[src/rtl/brom_pkg.sv]
package brom_pkg;

    // Wait counts a requester normally supplies
    localparam int unsigned DEF_FIRST_WAIT = 2;
    localparam int unsigned DEF_NEXT_WAIT  = 1;

    typedef enum logic [2:0] {
        ST_IDLE,
        ST_SETUP,
        ST_WAIT_FIRST,
        ST_BEAT_END,
        ST_WAIT_NEXT,
        ST_LAST_END
    } brom_state_e;

    // Capture state that closes a beat, depending on whether it is the last
    function automatic brom_state_e end_state(input logic is_last);
        return is_last ? ST_LAST_END : ST_BEAT_END;
    endfunction

    typedef struct packed {
        logic load;
        logic adv;
        logic cap;
        logic cap_last;
    } brom_ctl_t;

endpackage

[src/rtl/brom_fsm.sv]
module brom_fsm
    import brom_pkg::*;
#(
    parameter int WW = 4
) (
    input  logic          clk,
    input  logic          rst,
    input  logic          start_i,
    input  logic [WW-1:0] first_wait_i,
    input  logic [WW-1:0] next_wait_i,
    input  logic          ext_wait_i,
    input  logic          beat_last_i,
    input  logic          beat_pre_last_i,
    output brom_state_e   state_o,
    output brom_ctl_t     ctl_o
);

    localparam logic [WW-1:0] ONE = WW'(1);

    brom_state_e   st_q, st_n;
    logic [WW-1:0] cnt_q, cnt_n;
    logic [WW-1:0] fw_q, nw_q;

    always_comb begin
        st_n  = st_q;
        cnt_n = cnt_q;
        ctl_o = '0;
        unique case (st_q)
            ST_IDLE: begin
                if (start_i) begin
                    st_n       = ST_SETUP;
                    ctl_o.load = 1'b1;
                end
            end
            ST_SETUP: begin
                if (fw_q == '0) begin
                    st_n = ST_BEAT_END;
                end else begin
                    st_n  = ST_WAIT_FIRST;
                    cnt_n = fw_q;
                end
            end
            ST_WAIT_FIRST: begin
                if (!ext_wait_i) begin
                    if (cnt_q == ONE) st_n = ST_BEAT_END;
                    else              cnt_n = cnt_q - ONE;
                end
            end
            ST_BEAT_END: begin
                ctl_o.cap = 1'b1;
                ctl_o.adv = 1'b1;
                if (nw_q == '0) begin
                    st_n = end_state(beat_pre_last_i);
                end else begin
                    st_n  = ST_WAIT_NEXT;
                    cnt_n = nw_q;
                end
            end
            ST_WAIT_NEXT: begin
                if (!ext_wait_i) begin
                    if (cnt_q == ONE) st_n = end_state(beat_last_i);
                    else              cnt_n = cnt_q - ONE;
                end
            end
            ST_LAST_END: begin
                ctl_o.cap      = 1'b1;
                ctl_o.cap_last = 1'b1;
                st_n           = ST_IDLE;
            end
            default: st_n = ST_IDLE;
        endcase
    end

    always_ff @(posedge clk) begin
        if (rst) begin
            st_q  <= ST_IDLE;
            cnt_q <= '0;
            fw_q  <= '0;
            nw_q  <= '0;
        end else begin
            st_q  <= st_n;
            cnt_q <= cnt_n;
            if (ctl_o.load) begin
                fw_q <= first_wait_i;
                nw_q <= next_wait_i;
            end
        end
    end

    assign state_o = st_q;

endmodule

[src/rtl/brom_addr_gen.sv]
module brom_addr_gen #(
    parameter int AW    = 24,
    parameter int DW    = 32,
    parameter int BEATS = 4
) (
    input  logic                       clk,
    input  logic                       rst,
    input  logic                       load_i,
    input  logic                       adv_i,
    input  logic [AW-1:0]              start_addr_i,
    output logic [AW-1:0]              addr_o,
    output logic [$clog2(BEATS)-1:0]   beat_o,
    output logic                       last_o,
    output logic                       pre_last_o
);

    localparam int BW        = $clog2(BEATS);
    localparam int BYTE_BITS = $clog2(DW / 8);
    localparam int BLK_BITS  = BYTE_BITS + BW;
    localparam logic [AW-1:0] BLK_MASK = AW'((1 << BLK_BITS) - 1);
    localparam logic [BW-1:0] LAST_IDX = BW'(BEATS - 1);
    localparam logic [BW-1:0] PRE_IDX  = BW'(BEATS - 2);

    logic [AW-1:0] base_q;
    logic [BW-1:0] beat_q;

    always_ff @(posedge clk) begin
        if (rst) begin
            base_q <= '0;
            beat_q <= '0;
        end else if (load_i) begin
            base_q <= start_addr_i & ~BLK_MASK;
            beat_q <= '0;
        end else if (adv_i) begin
            beat_q <= beat_q + BW'(1);
        end
    end

    // Beat number sits directly above the byte-lane bits
    assign addr_o     = base_q | AW'({beat_q, {BYTE_BITS{1'b0}}});
    assign beat_o     = beat_q;
    assign last_o     = (beat_q == LAST_IDX);
    assign pre_last_o = (beat_q == PRE_IDX);

endmodule

[src/rtl/brom_capture.sv]
module brom_capture #(
    parameter int DW = 32,
    parameter int BW = 2
) (
    input  logic          clk,
    input  logic          rst,
    input  logic          cap_i,
    input  logic          cap_last_i,
    input  logic [BW-1:0] beat_i,
    input  logic [DW-1:0] rom_data_i,
    output logic [DW-1:0] data_o,
    output logic          valid_o,
    output logic [BW-1:0] beat_o,
    output logic          done_o
);

    always_ff @(posedge clk) begin
        if (rst) begin
            data_o  <= '0;
            valid_o <= 1'b0;
            beat_o  <= '0;
            done_o  <= 1'b0;
        end else begin
            valid_o <= cap_i;
            done_o  <= cap_last_i;
            if (cap_i) begin
                data_o <= rom_data_i;
                beat_o <= beat_i;
            end
        end
    end

endmodule

[src/rtl/burst_rom_reader.sv]
module burst_rom_reader
    import brom_pkg::*;
#(
    parameter int AW    = 24,
    parameter int DW    = 32,
    parameter int WW    = 4,
    parameter int BEATS = 4,
    localparam int BW   = $clog2(BEATS)
) (
    input  logic          clk,
    input  logic          rst,
    input  logic          start_i,
    input  logic [AW-1:0] start_addr_i,
    input  logic [WW-1:0] first_wait_i,
    input  logic [WW-1:0] next_wait_i,
    input  logic          ext_wait_i,
    input  logic [DW-1:0] rom_data_i,
    output logic          rom_cs_o,
    output logic          rom_rd_o,
    output logic [AW-1:0] rom_addr_o,
    output logic [DW-1:0] rd_data_o,
    output logic          rd_valid_o,
    output logic [BW-1:0] rd_beat_o,
    output logic          done_o
);

    brom_state_e   state;
    brom_ctl_t     ctl;
    logic [BW-1:0] beat;
    logic          beat_last, beat_pre_last;

    brom_fsm #(.WW(WW)) fsm_i (
        .clk            (clk),
        .rst            (rst),
        .start_i        (start_i),
        .first_wait_i   (first_wait_i),
        .next_wait_i    (next_wait_i),
        .ext_wait_i     (ext_wait_i),
        .beat_last_i    (beat_last),
        .beat_pre_last_i(beat_pre_last),
        .state_o        (state),
        .ctl_o          (ctl)
    );

    brom_addr_gen #(.AW(AW), .DW(DW), .BEATS(BEATS)) addr_i (
        .clk         (clk),
        .rst         (rst),
        .load_i      (ctl.load),
        .adv_i       (ctl.adv),
        .start_addr_i(start_addr_i),
        .addr_o      (rom_addr_o),
        .beat_o      (beat),
        .last_o      (beat_last),
        .pre_last_o  (beat_pre_last)
    );

    brom_capture #(.DW(DW), .BW(BW)) cap_i (
        .clk       (clk),
        .rst       (rst),
        .cap_i     (ctl.cap),
        .cap_last_i(ctl.cap_last),
        .beat_i    (beat),
        .rom_data_i(rom_data_i),
        .data_o    (rd_data_o),
        .valid_o   (rd_valid_o),
        .beat_o    (rd_beat_o),
        .done_o    (done_o)
    );

    // Both strobes span the whole burst
    assign rom_cs_o = (state != ST_IDLE);
    assign rom_rd_o = (state != ST_IDLE);

endmodule

[config.mk]
export PLATFORM = sky130hd
export DESIGN_NAME = burst_rom_reader
export DESIGN_NICKNAME = d
export VERILOG_FILES = /design/src/rtl/brom_pkg.sv /design/src/rtl/brom_fsm.sv /design/src/rtl/brom_addr_gen.sv /design/src/rtl/brom_capture.sv /design/src/rtl/burst_rom_reader.sv
export SDC_FILE = /design/constraint.sdc
export NUM_CORES = 1
export LEC_CHECK = 0
export BUFFER_PORTS_ARGS = -buffer_cell sky130_fd_sc_hd__buf_2
export CORE_ASPECT_RATIO = 0.75
export CORE_MARGIN = 5
export CORE_UTILIZATION = 42
export DETAILED_ROUTE_END_ITERATION = 8
export PLACE_DENSITY_LB_ADDON = 0.12
export SYNTH_ARGS = -nofsm -noshare
export SYNTH_HDL_FRONTEND = slang
export SYNTH_SLANG_ARGS = --single-unit
[constraint.sdc]
create_clock -name clk -period 1.9 [get_ports clk]
set_clock_uncertainty 0.1 [all_clocks]
set_input_delay 0.285 -clock clk [delete_from_list [all_inputs] [get_ports clk]]
set_output_delay 0.285 -clock clk [all_outputs]
set_load 0.1 [all_outputs]
## Word-level counts from Yosys, hierarchy flattened

Cells that the tools add are included.
Widths: inputs -> output; s select.

- Flip-flop bits (word level): 73
- Input port bits: 68
- Output and inout bits: 62
- Logic and storage cells: 60

- $add $sub $neg: 2
- Equal/unequal tests: 17
- Mux-type cells: 20
- Bitwise operators: 1
- Reduce and logical (&&, ||, !) cells: 10

Operator list:

| kind | number |
|---|---|
| $mux 3 | 8 |
| $or 24x4->24 | 1 |
| $mux 4 | 4 |
| $pmux 3 s5 | 1 |
| $ne 2x2->1 const B | 7 |
| $pmux 4 s3 | 1 |
| $reduce_and 5->1 | 2 |
| $logic_not 4->1 | 2 |
| $eq 3x2->1 const B | 2 |
| $eq 3x3->1 const B | 2 |
| $mux 1 | 6 |
| $reduce_bool 3->1 | 2 |
| $reduce_or 2->1 | 3 |
| $eq 2x2->1 const B | 2 |
| $eq 4x1->1 const B | 1 |
| $ne 2x1->1 const B | 2 |
| $sub 4x1->4 const B | 1 |
| $eq 3x1->1 const B | 1 |
| $logic_not 3->1 | 1 |
| $add 2x1->2 const B | 1 |

## Depth between registers and ports, before layout

Gate-level depths: netlist of the first run.

- Word-level depth: 5
- Gate-level depth with buffers: 7
- Mapped depth without buffers: 7

## Cells and area by module

From an unflattened synthesis of the first run, not the netlist that was laid out.

- Cell total of the unflattened synthesis: 320
- Area total of the unflattened synthesis: 3140.5 um^2

Modules (own cells, without submodules):

| module | times used | cells an instance | area each (um^2) | seq. area each (um^2) |
|---|---|---|---|---|
| brom_capture | 1 | 114 | 1292.5 | 720.7 |
| brom_fsm | 1 | 125 | 958.4 | 300.3 |
| brom_addr_gen | 1 | 79 | 875.8 | 440.4 |
| burst_rom_reader | 1 | 2 | 13.8 | 0.0 |

## Worst setup path before layout of the first run

OpenSTA, ideal clock, no wires.

- Kind: register to output
- Start point: register fsm_i.st_q[1], in the netlist fsm_i.state_o[1]
- End point: output rom_rd_o
- Arrival time: 1.776 ns
- Required time: 1.515 ns
- Path slack: -0.261 ns
- Stages on the path, launching flop included: 6
- Path buffers: 2
- Path through: dfxtp_1 > buf_2 > or2_2 > nor2_1 > inv_1 > buf_4

- Longest elaborated chain between the ends: 1

Ends and longest elaborated chain:

| element | line | source |
|---|---|---|
| start, declared | brom_fsm.sv:20 | `brom_state_e st_q, st_n;` |
| start signal, assigned | brom_fsm.sv:81 | `st_q <= st_n;` |
| $reduce_bool 3->1 | n/a |  |
| end, declared | burst_rom_reader.sv:19 | `output logic rom_rd_o,` |

No other way between the ends.

## Worst setup path in the final report of the first run

- Start point: register fsm_i.st_q[1], in the netlist fsm_i.state_o[1]
- End point: output rom_rd_o

- Longest elaborated chain between the ends: 1

Ends and longest elaborated chain:

| element | line | source |
|---|---|---|
| $reduce_bool 3->1 | burst_rom_reader.sv:72 | `assign rom_rd_o = (state != ST_IDLE);` |

No other way between the ends.

==> flow_summary.ini, run 1 <==
[global_routing]
use_met2_pct = 27.9
grt-ovfl-total = 0
grt.total_usage_pct = 17.8
antenna_found_initial = 0
grt_util_met3_pct = 9.19
grt_start_max_net_pins = 72
grtUsageMet1_pct = 21.9
grt_pass1_wl_um = 12300
grt_pass1_vias = 2650
grt_busiest_layer = met2

[floorplanning]
num_rows = 26
start_util_pct = 42.9
ios = 130
die_h_um = 82.0
die_area_um2 = 8690
dieWidth_um = 106
coreArea_um2 = 6770

[run_status]
status = complete, but fails checks
violations = setup timing

[worst_setup_path]
start_kind = register
cp-end-kind = output port
worstPathArrival_ns = 1.53
path_max_fanout = 4
path_class = register to output port
required_ns = 1.51

[timing]
finalCriticalPeriod_ns = 1.92
max_freq_mhz = 521
layout_setup_ws_ns = -0.0178
finalSetupViolCount = 2
hold_ws_ns = 0.0730
period_share_pct = 101
hold_viol_final = 0
relSlewSlack_pct = 66.7
slew_viol_final = 0
grt_setup_unrepaired = yes
worst_slew_pin_slew_ns = 0.495

[synth]
synth_ff_type = dfxtp_1
yosysMostFrequentCell = nand2_1
ys_async_sr_fraction_pct = 0
synth.distinct_cells = 42
synth_mux_area_share_pct = 0
yosys_register_bits = 73
ys_seq_area_share_pct = 50.4
synth_top_family_by_area = simple AND/OR/NAND/NOR gates
synth_top_cell_area_share_pct = 50.4
synth_cells = 369
synth-compound-area-share_pct = 18.2
synth_fa_ha_area_share_pct = 1.72
yosys_warnings = 0
synth-edff-count = 0
synth_area_leaders = dfxtp_1 50%, nand2_1 17%, a21oi_1 11%, clkbuf_1 1.9%, ha_1 1.7%
yosys.area.top_type = dfxtp_1
synth-xor-area-share_pct = 0.604
syn_avg_cell_area_um2 = 7.86
netlist_area_um2 = 2900
ys_top_cells_by_count = 131 x nand2_1, 73 x dfxtp_1, 66 x a21oi_1
synth-simple-area-share_pct = 23.5

[clock_tree]
cts_buffer_depth = 2
path_clk_slew_ns = 0.08
root_buffer = clkbuf_8
cts_tree = built
clkSinkCount = 73
cts.htree.levels = 3
worstSkewPairLatency_ns = 0.34
numCtsBuffers = 9

[job]
cap_violations = 0

[route]
ant_nets = 0
drtIter0Drc = 126
vias = 2842
wirelength_um = 7980
vias_per_cell = 4.85
drc_errors = 0
wl_per_cell_um = 13.6
detail_route.first_pass.iterations = 4

[min_path]
min_path_type = input pin to register

[layout]
antenna_cells = 0
final_nets = 569
utilization_pct = 59.1
drive_gt1_share_pct = 35.3
fillers = 660
synthToLayoutAreaGrowth_pct = 37.8

[placement]
hpwl_um = 5530
io_buffers = 123
gp_congestion = 0.850

[pwr]
p_per_area_nw_per_um2 = 1080
power_leakage_nw = 1.78
ir_drop_uv = 562
## registers in the layout, indices dropped and copies added (netlist names)
register,count
fsm_i.state_o,3
cap_i.valid_o,1
addr_i.beat_o,2
cap_i.done_o,1
fsm_i.nw_q,4
cap_i.data_o,32
addr_i.base_q,20
fsm_i.cnt_q,4
fsm_i.fw_q,4
cap_i.beat_o,2
## where the power goes
| part | switching, mW | internal [mW] | leakage (nW) |
|---|---|---|---|
| sequential | 0.0609 | 1.62 | 0.595 |
| combinational | 0.912 | 0.360 | 1.08 |
| clock | 0.584 | 0.777 | 0.105 |
## metal layers
layer	vias to the layer above	part of all wire, %
met5	-	0
met4	0	1.2
met3	11	9.5
met2	101	44
met1	1255	45
li1	1475	-
## cell usage in the layout (no fill, tap or decap), types with 2 or more instances in the layout
cell type / synthesis / routed
a21oi_1: 66 / 66
a31o_2: 2 / 2
and2_1: 2 / 2
buf_12: 0 / 5
buf_2: 8 / 121
buf_4: 3 / 16
bufinv_16: 0 / 2
clkbuf_8: 0 / 10
clkinvlp_4: 0 / 4
conb_1: 1 / 2
dfxtp_1: 73 / 70
dfxtp_2: 0 / 2
ha_1: 4 / 4
inv_1: 8 / 7
nand2_1: 131 / 131
nand2b_1: 3 / 3
nand3_1: 3 / 3
nor2_1: 10 / 8
nor3_1: 6 / 6
o21ai_0: 5 / 5
o221ai_1: 2 / 2
or3b_4: 0 / 2
## critical path: stages, from the launching register on
cell        delay [ns]
dfxtp_4           0.36
buf_6             0.11
or2_4             0.23
nor2_4            0.15
clkinvlp_4        0.15
buf_12            0.19
## per-stage QoR
| stage | cells | TNS, ns | setup WS [ns] | power, mW | instance area (um^2) |
|---|---|---|---|---|---|
| 2_1_floorplan | 370 | -0.132 | -0.132 | 2.65 | 2940 |
| 3_3_place_gp | 563 | 0 | 0.0495 | 2.91 | 3680 |
| 3_5_place_dp | 563 | 0 | 0.0212 | 2.93 | 3680 |
| 4_1_cts | 581 | -0.101 | -0.0505 | 4.31 | 3930 |
| 5_1_grt | 586 | -0.142 | -0.0706 | 4.51 | 4000 |
| 6_report | 586 | -0.0352 | -0.0178 | 4.32 | 4000 |
## timing repair
item | in CTS | in global routing
hold buffers | 0 | 0
pin swaps | 2 | 5
cloned | 0 | 0
setup endpoints to repair | 2 | 5
resized for setup | 3 | 7
setup buffers | 2 | 5
## logic make-up (layout without fill, tap and decap cells)
logic type | after synthesis | count (layout)
AND/OR/NAND/NOR | 165 | 165
AO/OA/AOI/OAI | 89 | 89
flip-flops | 73 | 73
buffers and inverters | 35 | 167
adder cells (fa/ha/maj) | 4 | 4
XOR/XNOR | 2 | 2
other | 1 | 2
## cell type report
class | instances | area [um^2] | share of cell area (%)
timing repair buffer | 143 | 837 | 20.9
multi-input combinational | 262 | 1330 | 33.1
tap | 84 | 105 | 2.63
clock inverter | 6 | 91.3 | 2.28
inverter | 8 | 33.8 | 0.845
sequential | 73 | 1470 | 36.7
clock buffer | 10 | 138 | 3.44
## path summary, 6_finish.rpt
check	start	end	slack (ns)	depth (start not counted)
worst max-delay path	fsm_i.state_o[1]$_SDFFE_PP0P_	rom_rd_o	-0.02	5
worst min register to register	cap_i.data_o[16]$_SDFFE_PP0P_	cap_i.data_o[16]$_SDFFE_PP0P_	0.35	2
worst min-delay path	first_wait_i[3]	fsm_i.fw_q[3]$_SDFFE_PP0P_	0.07	3
worst max register to register	fsm_i.state_o[1]$_SDFFE_PP0P_	fsm_i.cnt_q[2]$_SDFFE_PP0P_	0.06	6
No activity file was read; power rests on OpenSTA's default activity.
==> run 2, diff against run 1 <==
Settings changed: ABC_CLOCK_PERIOD_IN_PS from default to 2350, CORE_UTILIZATION 42 to 50, SLEW_MARGIN from default to 5.
Clock period 1.9 ns to 2.35 ns, I/O delays scaled along.
==> flow_summary.ini, run 2 (synthesis gave the netlist of run 1 again) <==
[run_status]
status = complete, no violations

[floorplanning]
coreArea_um2 = 5740
die_h_um = 76.0
die_area_um2 = 7440
dieWidth_um = 98.0
ios = 130
start_util_pct = 50.6
num_rows = 24

[layout]
synthToLayoutAreaGrowth_pct = 29.4
drive_gt1_share_pct = 31.8
final_cell_mix = 131 x nand2_1, 123 x buf_2, 72 x dfxtp_1
regMostFlops = cap_i.data_o
largest_reg_flops = 32
antenna_cells = 0
fillers = 533
final_nets = 557
instances_no_fill = 568
mostFrequentLayoutCell = nand2_1
reg_top3 = cap_i.data_o (32), addr_i.base_q (20)
utilization_pct = 65.5
final_cell_area_um2 = 3750

[clock_tree]
cts_tree = built
cts_hold_buf = 0
cts_buffer_depth = 2
path_clk_slew_ns = 0.07
numCtsBuffers = 9
cts_setup_buffers = 0
root_buffer = clkbuf_8
cts_resized = 1
clkSinkCount = 73
worstSkewPairLatency_ns = 0.34
cts.htree.levels = 3

[placement]
io_buffers = 123
hpwl_um = 5270
gp_congestion = 0.822
post-place-ws_ns = 0.357
dp.cells = 552
placement.cell_area_um2 = 3550

[route]
wirelength_um = 7440
drtIter0Drc = 113
vias_per_cell = 4.93
wl_per_cell_um = 13.1
detail_route.first_pass.iterations = 4
drc_errors = 0
ant_nets = 0
vias = 2800

[timing]
grt_setup_unrepaired = no
slew_viol_final = 0
worst_slew_pin_slew_ns = 0.753
setup_tns_ns = 0
relSlewSlack_pct = 49.8
hold_viol_final = 0
finalSetupViolCount = 0
finalCriticalPeriod_ns = 2.21
hold_ws_ns = 0.134
layout_setup_ws_ns = 0.135
max_freq_mhz = 451
period_share_pct = 94.3

[global_routing]
grt_start_max_net_pins = 72
grt-ovfl-total = 0
grt_pass1_vias = 2652
grt.total_usage_pct = 19.9
grt_pass1_wl_um = 12200
antenna_found_initial = 0

[pwr]
power_leakage_nw = 1.69
totalPowerFinal_mw = 3.26
ir_drop_uv = 598
p_per_area_nw_per_um2 = 867

[worst_setup_path]
cpMaxStageDelayCell = dfxtp_1
cp-end-kind = output port
worstPathArrival_ns = 1.76
crit_path_max_incr_delay_ns = 0.59
crit_chain = or2_2 -> nor2_1 -> inv_1 -> buf_2
required_ns = 1.90
worst-path-buf-inv = 2
path_class = register to output port
start_kind = register
cp_top_family = flip-flops
path_max_fanout = 14

[min_path]
min_path_type = input pin to register

[job]
cap_violations = 0
## run 2: cell count changes in the layout (fill, tap and decap cells not counted), sizes merged
cell      delta
inv          +1
clkbuf       +1
clkinv       +3
clkinvlp     -4
buf         -12
bufinv       -1
## run 2: final timing paths
path                              endpoint  cells after the start                           from  slack, ns
min          cap_i.data_o[20]$_SDFFE_PP0P_                      3                 rom_data_i[20]       0.13
min reg2reg  cap_i.data_o[20]$_SDFFE_PP0P_                      2  cap_i.data_o[20]$_SDFFE_PP0P_       0.35
max                               rom_cs_o                      4  fsm_i.state_o[1]$_SDFFE_PP0P_       0.14
max reg2reg    fsm_i.cnt_q[2]$_SDFFE_PP0P_                      5  fsm_i.state_o[1]$_SDFFE_PP0P_       0.33
## run 2: area by class of cell
cell class	count	area [um^2]	share of cell area [%]
Sequential cell	73	1460	39.0
Multi-Input combinational cell	262	1280	34.2
Timing Repair Buffer	131	676	18.0
Clock buffer	11	151	4.03
Tap cell	78	97.6	2.60
Clock inverter	5	53.8	1.43
Inverter	8	30.0	0.800
## run 2: power by group
group	total, mW	switching, mW	internal (mW)
Combinational	0.891	0.687	0.204
Sequential	1.37	0.0606	1.31
Clock	0.991	0.447	0.544
## run 2: tightest hold or removal path, stage by stage
cell	delay, ns
buf_2	0.09
nand2_1	0.04
a21oi_1	0.05
## run 2: layer usage
metal  vias up  track usage [%]  part of all wire, %
met5         -                0                    0
met4         0             8.30                  1.8
met3        12             9.97                   11
met2       107             30.8                   45
met1      1239             23.4                   42
li1       1442                -                    -
==> run 3, diff against run 2 <==
Settings changed: GPL_TIMING_DRIVEN from default to 0.
==> flow_summary.ini, run 3 (synthesis gave the netlist of run 1 again) <==
[floorplanning]
ios = 130
die_area_um2 = 7440
die_h_um = 76.0
dieWidth_um = 98.0
coreArea_um2 = 5740
num_rows = 24
start_util_pct = 50.6

[global_routing]
grt_pass1_wl_um = 13100
grt.total_usage_pct = 21.4
grt_pass1_vias = 2755
grt-ovfl-total = 0
grt_start_max_net_pins = 13
antenna_found_initial = 0

[timing]
slew_viol_final = 0
finalSetupViolCount = 0
hold_viol_final = 0
relSlewSlack_pct = 53.7
finalCriticalPeriod_ns = 2.27
worst_slew_pin_slew_ns = 0.686
hold_ws_ns = 0.138
setup_tns_ns = 0
period_share_pct = 96.6
max_freq_mhz = 440
grt_setup_unrepaired = no

[worst_setup_path]
crit_top_cell = buf_4
path_class = register to output port
cp_top_family = buffers and inverters
path_max_fanout = 10
worstPathArrival_ns = 1.82
cp-end-kind = output port
worst-path-buf-inv = 4
cpMaxStageDelayCell = dfxtp_1
required_ns = 1.90
crit_chain = buf_2 -> or2_2 -> nor2_1 -> inv_1 -> buf_4 -> buf_4
crit_path_max_incr_delay_ns = 0.36
start_kind = register

[clock_tree]
cts_setup_buffers = 0
cts_buffer_depth = 2
cts_tree = built
root_buffer = clkbuf_8
worstSkewPairLatency_ns = 0.34
numCtsBuffers = 9
path_clk_slew_ns = 0.08
cts.htree.levels = 3
cts_hold_buf = 0
clkSinkCount = 73

[placement]
io_buffers = 122
placement.cell_area_um2 = 3610
gp_congestion = 0.857
hpwl_um = 5950

[run_status]
status = complete, no violations

[layout]
synthToLayoutAreaGrowth_pct = 30.6
final_cell_mix = 131 x nand2_1, 129 x buf_2, 73 x dfxtp_1
final_cell_area_um2 = 3790
final_nets = 575
drive_gt1_share_pct = 30.9
mostFrequentLayoutCell = nand2_1
utilization_pct = 66.1
largest_reg_flops = 32
regMostFlops = cap_i.data_o
antenna_cells = 0
reg_top3 = cap_i.data_o (32), addr_i.base_q (20)

[pwr]
ir_drop_uv = 419
totalPowerFinal_mw = 3.16
power_leakage_nw = 1.71
p_per_area_nw_per_um2 = 833

[route]
wirelength_um = 7930
vias_per_cell = 4.91
drtIter0Drc = 179
wl_per_cell_um = 13.5
drc_errors = 0
ant_nets = 0
vias = 2877
detail_route.first_pass.iterations = 4

[min_path]
min_path_type = input pin to register

[job]
cap_violations = 0
run 3: worst register-to-register path: stages (launching register included):
cell       delay (ns)
dfxtp_1          0.33
inv_1            0.11
ha_1             0.18
nor4b_1          0.58
nand2_1          0.18
a2bb2oi_1        0.18
o22a_1           0.20
a211oi_1         0.20
run 3: where the power goes:
group	total (mW)	internal, mW	leakage, nW	switching, mW
logic	0.931	0.214	1.03	0.717
registers	1.36	1.31	0.594	0.0466
clock network	0.866	0.409	0.0891	0.458
total	3.16	1.94	1.71	1.22
run 3: path summary, 6_finish.rpt:
| kind | from | endpoint | slack, ns | depth (start not counted) |
|---|---|---|---|---|
| worst max-delay path | fsm_i.state_o[1]$_SDFFE_PP0P_ | rom_rd_o | 0.08 | 6 |
| worst max register to register | fsm_i.cnt_q[1]$_SDFFE_PP0P_ | fsm_i.state_o[0]$_SDFFE_PP0P_ | 0.22 | 7 |
| worst min register to register | cap_i.data_o[16]$_SDFFE_PP0P_ | cap_i.data_o[16]$_SDFFE_PP0P_ | 0.35 | 2 |
| worst min-delay path | rom_data_i[23] | cap_i.data_o[23]$_SDFFE_PP0P_ | 0.14 | 3 |
run 3: what timing repair did:
action	CTS	global route
gates resized for setup	0	2
endpoints found under the setup margin	0	1
endpoints found under the hold margin	0	0
run 3: through the flow:
| step | worst slack [ns] | std cells |
|---|---|---|
| global route | 0.00396 | 586 |
| global placement | 0.298 | 570 |
| floorplan | 0.122 | 370 |
| CTS | 0.0242 | 586 |
| detailed placement | 0.280 | 570 |
| finish | 0.0795 | 586 |
run 3: per-layer routing:
layer  wire (um)  up-vias  track usage [%]
li1            -     1483                -
met5           0        -                0
met1        3520     1264             27.4
met2        3470      116             32.4
met4         119        0             6.50
met3         818       14             9.88
run 3: layout make-up:
type / count / area (um^2)
repair buffers: 122 / 613
inverters: 8 / 30.0
fillers: 551 / 1950
well taps: 78 / 97.6
multi-input cells: 262 / 1280
plain buffers: 27 / 130
clock inverters: 5 / 31.3
flip-flops and latches: 73 / 1460
clock buffers: 11 / 141
